## src/rtl/tmr_pkg.sv

```systemverilog
`timescale 1ns/1ps
package tmr_pkg;

  localparam int unsigned MODE_W = 18;
  localparam int unsigned NRATE  = 4;

  typedef enum logic [1:0] {
    OUT_DIRECT = 2'b00,
    OUT_INVERT = 2'b01,
    OUT_LOW    = 2'b10,
    OUT_HIGH   = 2'b11
  } out_ctl_e;

  typedef struct packed {
    logic [3:0] clk_src;     // 17:14
    logic       gate_pol;    // 13
    logic [1:0] gate_src;    // 12:11
    logic       retrig;      // 10
    logic [1:0] trig_edge;   // 9:8
    logic [1:0] trig_src;    // 7:6
    out_ctl_e   out_ctl;     // 5:4
    logic       out_tgl;     // 3
    logic       reload_alt;  // 2
    logic       rep_en;      // 1
    logic       count_up;    // 0
  } tmr_mode_t;

  localparam logic [MODE_W-1:0] MODE_RST = 18'h00020;

  // select rising, falling or both edges; 00 gives nothing
  function automatic logic edge_pick(input logic [1:0] sel, input logic r, input logic f);
    case (sel)
      2'b01:   return r;
      2'b10:   return f;
      2'b11:   return r | f;
      default: return 1'b0;
    endcase
  endfunction

endpackage

```

## src/rtl/tmr_prescaler.sv

```systemverilog
`timescale 1ns/1ps
module tmr_prescaler #(
  parameter int unsigned NSTAGE = 3,
  parameter int unsigned STAGE_DIV [NSTAGE] = '{5, 10, 10}
) (
  input  logic            clk,
  input  logic            rst_n,
  output logic [NSTAGE:0] tick
);

  assign tick[0] = 1'b1;

  for (genvar s = 0; s < NSTAGE; s++) begin : g_stage
    localparam int unsigned DW = $clog2(STAGE_DIV[s]);
    logic [DW-1:0] cnt_q, cnt_d;
    logic          wrap;

    assign wrap = tick[s] && (cnt_q == DW'(STAGE_DIV[s] - 1));

    always_comb begin
      cnt_d = wrap ? '0 : cnt_q + DW'(1);
    end

    always_ff @(posedge clk or negedge rst_n) begin
      if (!rst_n)       cnt_q <= '0;
      else if (tick[s]) cnt_q <= cnt_d;
    end

    assign tick[s+1] = wrap;
  end

endmodule

```

## src/rtl/tmr_edge_sync.sv

```systemverilog
`timescale 1ns/1ps
module tmr_edge_sync (
  input  logic clk,
  input  logic rst_n,
  input  logic din,
  output logic lvl,
  output logic rise,
  output logic fall
);

  logic [2:0] sh_q, sh_d;

  always_comb begin
    sh_d = {sh_q[1:0], din};
  end

  always_ff @(posedge clk or negedge rst_n) begin
    if (!rst_n) sh_q <= '0;
    else        sh_q <= sh_d;
  end

  assign lvl  = sh_q[1];
  assign rise =  sh_q[1] & ~sh_q[2];
  assign fall = ~sh_q[1] &  sh_q[2];

endmodule

```

## src/rtl/tmr_core.sv

```systemverilog
`timescale 1ns/1ps
module tmr_core
  import tmr_pkg::*;
#(
  parameter int unsigned WIDTH = 32
) (
  input  logic             clk,
  input  logic             rst_n,
  input  tmr_mode_t        mode,
  input  logic [WIDTH-1:0] reg_a,
  input  logic [WIDTH-1:0] reg_b,
  input  logic             cnt_en,
  input  logic             trig_go,
  input  logic             cmd_start,
  input  logic             cmd_stop,
  input  logic             cmd_load,
  input  logic             cmd_reset,
  input  logic             cmd_tset,
  input  logic             cmd_treset,
  output logic [WIDTH-1:0] count,
  output logic             running,
  output logic             toggle,
  output logic             tc_pulse
);

  logic [WIDTH-1:0] count_q, count_d;
  logic             run_q, run_d;
  logic             tog_q, tog_d;
  logic             tcp_q, tcp_d;
  logic             at_end, tc, tog_after;
  logic [WIDTH-1:0] ld_now, ld_tc;

  always_comb begin
    at_end    = mode.count_up ? (count_q == '1) : (count_q == '0);
    tc        = run_q && cnt_en && at_end;
    tog_after = tog_q ^ tc;
    ld_now    = (mode.reload_alt && !tog_q)     ? reg_b : reg_a;
    ld_tc     = (mode.reload_alt && !tog_after) ? reg_b : reg_a;

    count_d = count_q;
    if (cmd_reset)                count_d = '0;
    else if (cmd_load || trig_go) count_d = ld_now;
    else if (tc)                  count_d = ld_tc;
    else if (run_q && cnt_en)     count_d = mode.count_up ? count_q + WIDTH'(1)
                                                          : count_q - WIDTH'(1);

    run_d = run_q;
    if (cmd_stop)                  run_d = 1'b0;
    else if (cmd_start || trig_go) run_d = 1'b1;
    else if (tc && !mode.rep_en)   run_d = 1'b0;

    tog_d = tog_after;
    if (cmd_treset)    tog_d = 1'b0;
    else if (cmd_tset) tog_d = 1'b1;

    tcp_d = tc;
  end

  always_ff @(posedge clk or negedge rst_n) begin
    if (!rst_n) begin
      count_q <= '0;
      run_q   <= 1'b0;
      tog_q   <= 1'b0;
      tcp_q   <= 1'b0;
    end else begin
      count_q <= count_d;
      run_q   <= run_d;
      tog_q   <= tog_d;
      tcp_q   <= tcp_d;
    end
  end

  assign count    = count_q;
  assign running  = run_q;
  assign toggle   = tog_q;
  assign tc_pulse = tcp_q;

endmodule

```

## src/rtl/timer_channel.sv

```systemverilog
`timescale 1ns/1ps
module timer_channel
  import tmr_pkg::*;
#(
  parameter int unsigned WIDTH = 32,
  parameter int unsigned STAGE_DIV [NRATE-1] = '{5, 10, 10}
) (
  input  logic              clk,
  input  logic              rst_n,
  input  logic              mode_wr,
  input  logic [MODE_W-1:0] mode_data,
  input  logic              loada_wr,
  input  logic              loadb_wr,
  input  logic [WIDTH-1:0]  load_data,
  input  logic              cmd_start,
  input  logic              cmd_stop,
  input  logic              cmd_load,
  input  logic              cmd_reset,
  input  logic              cmd_tset,
  input  logic              cmd_treset,
  input  logic              txin,
  input  logic              prev_out,
  input  logic              next_out,
  output logic [WIDTH-1:0]  count,
  output logic              running,
  output logic              toggle,
  output logic              out_pin
);

  localparam int unsigned NSTAGE = NRATE - 1;
  localparam int unsigned NSRC   = 4;

  // reset: asserted asynchronously, released on the clock
  logic [1:0] rst_sync_q;
  logic       rst_ni;
  always_ff @(posedge clk or negedge rst_n) begin
    if (!rst_n) rst_sync_q <= '0;
    else        rst_sync_q <= {rst_sync_q[0], 1'b1};
  end
  assign rst_ni = rst_sync_q[1];

  // programmable registers
  tmr_mode_t        mode_q;
  logic [WIDTH-1:0] rega_q, regb_q;

  always_ff @(posedge clk or negedge rst_ni) begin
    if (!rst_ni)      mode_q <= tmr_mode_t'(MODE_RST);
    else if (mode_wr) mode_q <= tmr_mode_t'(mode_data);
  end

  always_ff @(posedge clk or negedge rst_ni) begin
    if (!rst_ni)       rega_q <= '0;
    else if (loada_wr) rega_q <= load_data;
  end

  always_ff @(posedge clk or negedge rst_ni) begin
    if (!rst_ni)       regb_q <= '0;
    else if (loadb_wr) regb_q <= load_data;
  end

  // internal rate enables
  logic [NSTAGE:0] tick;
  tmr_prescaler #(.NSTAGE(NSTAGE), .STAGE_DIV(STAGE_DIV)) u_presc (
    .clk  (clk),
    .rst_n(rst_ni),
    .tick (tick)
  );

  // external sources: index 1 TxIN, 2 previous, 3 next; index 0 constant
  logic [NSRC-2:0] src_raw;
  logic [NSRC-1:0] src_lvl, src_rise, src_fall;
  assign src_raw     = {next_out, prev_out, txin};
  assign src_lvl[0]  = 1'b1;
  assign src_rise[0] = 1'b0;
  assign src_fall[0] = 1'b0;

  for (genvar i = 1; i < NSRC; i++) begin : g_src
    tmr_edge_sync u_sync (
      .clk  (clk),
      .rst_n(rst_ni),
      .din  (src_raw[i-1]),
      .lvl  (src_lvl[i]),
      .rise (src_rise[i]),
      .fall (src_fall[i])
    );
  end

  // clock, gate and trigger selection
  logic cnt_tick, gate_open, cnt_en, trig_evt, trig_go;
  logic run_w, tog_w, tcp_w;

  always_comb begin
    if (mode_q.clk_src[3:2] == 2'b00)
      cnt_tick = tick[mode_q.clk_src[1:0]];
    else
      cnt_tick = edge_pick(mode_q.clk_src[1:0],
                           src_rise[mode_q.clk_src[3:2]],
                           src_fall[mode_q.clk_src[3:2]]);
    gate_open = src_lvl[mode_q.gate_src] ^ mode_q.gate_pol;
    cnt_en    = cnt_tick & gate_open;
    trig_evt  = edge_pick(mode_q.trig_edge,
                          src_rise[mode_q.trig_src],
                          src_fall[mode_q.trig_src]);
    trig_go   = trig_evt && (!run_w || mode_q.retrig);
  end

  tmr_core #(.WIDTH(WIDTH)) u_core (
    .clk       (clk),
    .rst_n     (rst_ni),
    .mode      (mode_q),
    .reg_a     (rega_q),
    .reg_b     (regb_q),
    .cnt_en    (cnt_en),
    .trig_go   (trig_go),
    .cmd_start (cmd_start),
    .cmd_stop  (cmd_stop),
    .cmd_load  (cmd_load),
    .cmd_reset (cmd_reset),
    .cmd_tset  (cmd_tset),
    .cmd_treset(cmd_treset),
    .count     (count),
    .running   (run_w),
    .toggle    (tog_w),
    .tc_pulse  (tcp_w)
  );

  // output conditioning
  logic out_raw;
  always_comb begin
    out_raw = mode_q.out_tgl ? tog_w : tcp_w;
    case (mode_q.out_ctl)
      OUT_DIRECT: out_pin = out_raw;
      OUT_INVERT: out_pin = ~out_raw;
      OUT_LOW:    out_pin = 1'b0;
      default:    out_pin = 1'b1;
    endcase
  end

  assign running = run_w;
  assign toggle  = tog_w;

endmodule

```

## config.mk

```make
export PLATFORM = sky130hd
export DESIGN_NAME = timer_channel
export DESIGN_NICKNAME = d
export VERILOG_FILES = /design/src/rtl/tmr_pkg.sv /design/src/rtl/tmr_prescaler.sv /design/src/rtl/tmr_edge_sync.sv /design/src/rtl/tmr_core.sv /design/src/rtl/timer_channel.sv
export SDC_FILE = /design/constraint.sdc
export NUM_CORES = 1
export LEC_CHECK = 0
export ABC_CLOCK_PERIOD_IN_PS = 3900
export CORE_UTILIZATION = 51
export CTS_BUF_LIST = sky130_fd_sc_hd__clkbuf_8 sky130_fd_sc_hd__clkbuf_16
export CTS_CLUSTER_SIZE = 10
export DETAILED_ROUTE_END_ITERATION = 7
export PLACE_DENSITY = 0.86
export SETUP_SLACK_MARGIN = 0.3
export SLEW_MARGIN = 20
export SYNTH_ARGS = -nofsm -noshare
export SYNTH_HDL_FRONTEND = slang
export SYNTH_SLANG_ARGS = --single-unit
```

## constraint.sdc

```tcl
create_clock -name clk -period 3.9 [get_ports clk]
set_clock_uncertainty 0.05 [all_clocks]
set_input_delay 0.39 -clock clk [delete_from_list [all_inputs] [get_ports clk]]
set_output_delay 0.39 -clock clk [all_outputs]
set_load 0.005 [all_outputs]
```

==> summary.md <==
| Metric | Value |
|---|---|
| Synth warn | `0` |
| Setup TNS | `0 ns` |
| VDD IR max | `0.306 mV` |
| Reg clk slew, reported paths | `0.06 ns` |
| Worst-Skew Late Latency | `0.43 ns` |
| Root buffer cell | `clkbuf_16` |
| Leak pwr | `4.36 nW` |
| Critical path class | `reg2reg` |
| Final Critical Period | `3.35 ns` |
| Chip Width | `130 um` |
| Vias in the first global route | `6877` |
| Setup bufs post-CTS | `0` |
| Core area | `15900 um^2` |
| Syn Inst Count | `860` |
| Gpl congestion | `0.982` |
| Tcrit/Tclk final | `85.9%` |
| Crit path max fanout | `23` |
| Status | `complete, no violations` |
| Power Density | `456 nW/um^2` |
| H-tree Lvls | `4` |
| RSZ-0062 raised after global routing | `no` |
| Wire length per cell | `19.2 um` |
| Number of diodes | `0` |
| Layout cells sized above 1 | `14.7%` |
| Slew Limit Headroom | `31.2%` |
| Ys flop type | `dfrtp_1` |
| Drt first pass iters | `6` |
| # rows | `46` |
| CTS tree | `done` |
| CP Launch Type | `register` |
| Final hold violation count | `0` |
| Worst Max-Slew Pin Slew | `1.03 ns` |
| Vias per cell | `6.23` |
| Post-route antenna net violation count | `0` |
| Post-synth ARST share | `100%` |
| Initial DRC Count | `802` |
| Pins over their slew limit | `0` |
| Max_cap viols | `0` |
| Clk sinks | `139` |
| Final Util | `63.5%` |
| Routed WL | `22600 um` |
| Nets | `1049` |
| Largest net degree at the start of global routing | `77` |
| PortBufs | `98` |
| Mapped Nets | `961` |
| Synthesized area | `8330 um^2` |
| Worst R2R Path Depth | `12` |
| Setup crit end kind | `register` |
| Seq/Total Area, Yosys | `41.8%` |
| HPWL after DPL | `16000 um` |
| Critical path data arrival time | `3.60 ns` |
| Gates resized, CTS repair | `0` |
| Syn avg cell area | `9.69 um^2` |
| Num ports | `99` |
| Die Area | `16900 um^2` |
| F_max | `0.298 GHz` |
| CTS Buf Count | `17` |
| Yosys cell types | `71` |
| Reg2Reg Launch Point | `mode_q[0]$_DFFE_PN0P_` |
| Gr ovfl total | `0` |
| Vias | `7335` |
| Critical Path Start | `mode_q[0]$_DFFE_PN0P_` |
| Post-synth EDFFs | `0` |
| Area growth from synthesis to layout | `21.6%` |
| First-pass GRT wire length | `35700 um` |
| #FFs+latches synth | `139` |
| Die H | `130 um` |
| Hold-fix buffers at CTS | `0` |
| Final setup fails | `0` |
| Clock Tree Buf Depth | `2` |
| Critical R2R Capture | `u_core.count[25]$_DFFE_PN0P_` |
| Starting Density | `52.3%` |
| Worst hold path class | `in2async` |
| DRC Markers | `0` |
| Register-to-Register Setup Slack | `0.55 ns` |
| Initial antenna violation count | `0` |
| CP endpoint | `u_core.count[25]$_DFFE_PN0P_` |
| Worst path required time | `4.15 ns` |
| Total GRT Usage | `27.8%` |
[cells in the final DEF (no fill, tap or decap), types with 6 or more instances in the layout]
cell             count
dfrtp_1            137
nand2_1            127
clkdlybuf4s50_1     98
mux2_2              83
a21oi_1             55
nor2_1              46
o21ai_0             41
ha_1                36
nand3_1             18
inv_1               17
a311oi_1            17
clkbuf_16           17
mux2i_1             16
xnor2_1             16
nor3_1              15
a211oi_1            14
a21o_1              14
xor2_1              13
nand4_1             12
buf_4               12
a31oi_1             10
and3_1               8
a221oi_1             8
nor4_1               7
o211ai_1             7
and2_1               7
o21a_1               7
a21boi_0             6
[sequential cells by signal, indices dropped and copies added, names as in the netlist]
register and count:
u_core.count 32, g_src.u_sync.sh_q 9, regb_q 32, u_core.toggle 1, rst_sync_q 2, u_core.running 1
rega_q 32, u_core.tc_pulse 1, mode_q 18, u_presc.g_stage.cnt_q 11
[stage by stage]
| step | total power [mW] | instance area (um^2) | instances | hold slack [ns] | worst slack [ns] |
|---|---|---|---|---|---|
| floorplan | 2.58 | 8330 | 860 | 0.0444 | 0.656 |
| global placement | 3.00 | 9520 | 1144 | 0.283 | 0.585 |
| detailed placement | 3.03 | 9520 | 1144 | 0.289 | 0.495 |
| CTS | 4.60 | 10100 | 1176 | 0.0751 | 0.489 |
| global route | 4.83 | 10100 | 1177 | 0.0772 | 0.339 |
| finish | 4.62 | 10100 | 1177 | 0.0790 | 0.549 |
[routing by layer]
metal  part of all wire (%)  track usage, %  vias up
met5                      0               0        -
met3                    9.7            7.01       58
met1                     41            36.4     3556
met4                    2.4            10.7        0
met2                     47            44.5      385
li1                       -               -     3336
[final cells by class]
cell class	instances	area (um^2)
Fill cell	1265	5810
Multi-Input combinational cell	661	4610
Sequential cell	139	3480
Timing Repair Buffer	113	1120
Clock buffer	19	453
Tap cell	216	270
Clock inverter	13	128
Inverter	16	60.1
[Yosys cell counts, types with 5 or more instances]
cell type | count | share of area, %
and3_1 | 8 | 0.60
dfrtp_1 | 138 | 41
nand2b_1 | 5 | 0.38
buf_1 | 6 | 0.27
ha_1 | 36 | 5.4
a21o_1 | 14 | 1.3
and2_1 | 7 | 0.53
a221oi_1 | 8 | 0.84
o21bai_1 | 5 | 0.45
nor3_1 | 15 | 0.90
and3b_1 | 5 | 0.53
a211oi_1 | 14 | 1.3
mux2_2 | 83 | 11
nand4_1 | 12 | 0.90
o211ai_1 | 7 | 0.63
xor2_1 | 13 | 1.4
a31oi_1 | 10 | 0.75
xnor2_1 | 16 | 1.7
nand3_1 | 18 | 1.1
clkbuf_1 | 31 | 1.4
mux2i_1 | 16 | 1.9
nand2_1 | 127 | 5.7
inv_1 | 15 | 0.68
a311oi_1 | 17 | 1.8
a21boi_0 | 6 | 0.54
o21a_1 | 7 | 0.63
a21oi_1 | 55 | 3.3
o21ai_0 | 41 | 2.5
nor4_1 | 7 | 0.53
nor2_1 | 46 | 2.1
[worst max-delay path: stages, from the launching register on]
cell and delay, ns:
dfrtp_1 0.44, inv_1 0.28, buf_6 0.27, ha_1 0.32, a21o_1 0.17, a21oi_1 0.15
o21bai_1 0.10, a211o_1 0.29, a21boi_0 0.32, o21ai_0 0.22, a311oi_1 0.35, xor2_1 0.17
o21ai_0 0.09
[worst min-delay path by stage]
stage / from / to / slack, ns / cells past startpoint
global placement: g_src[2].u_sync.sh_q[0]$_DFF_PN0_ / g_src[2].u_sync.sh_q[1]$_DFF_PN0_ / 0.28 / 0
floorplan: rst_n / rst_sync_q[0]$_DFF_PN0_ / 0.04 / 0
finish: rst_n / rst_sync_q[0]$_DFF_PN0_ / 0.08 / 1
CTS: rst_n / rst_sync_q[0]$_DFF_PN0_ / 0.08 / 1
detailed placement: g_src[3].u_sync.sh_q[0]$_DFF_PN0_ / g_src[3].u_sync.sh_q[1]$_DFF_PN0_ / 0.29 / 0
global route: rst_n / rst_sync_q[0]$_DFF_PN0_ / 0.08 / 1
[cells by family after synthesis]
logic type	share of synthesized area [%]
simple gates	15.6
compound gates	17.8
flops	41.8
mux	13.1
buf+inv	2.94
fa+ha+maj	5.65
xor+xnor	3.05
other cells	0.0450
[report_power, final]
group          total, mW  internal (mW)  switching [mW]
Combinational       1.28          0.604           0.678
Clock               1.57          0.965           0.603
Sequential          1.76           1.58           0.183
(Power assumes the default switching activity.)
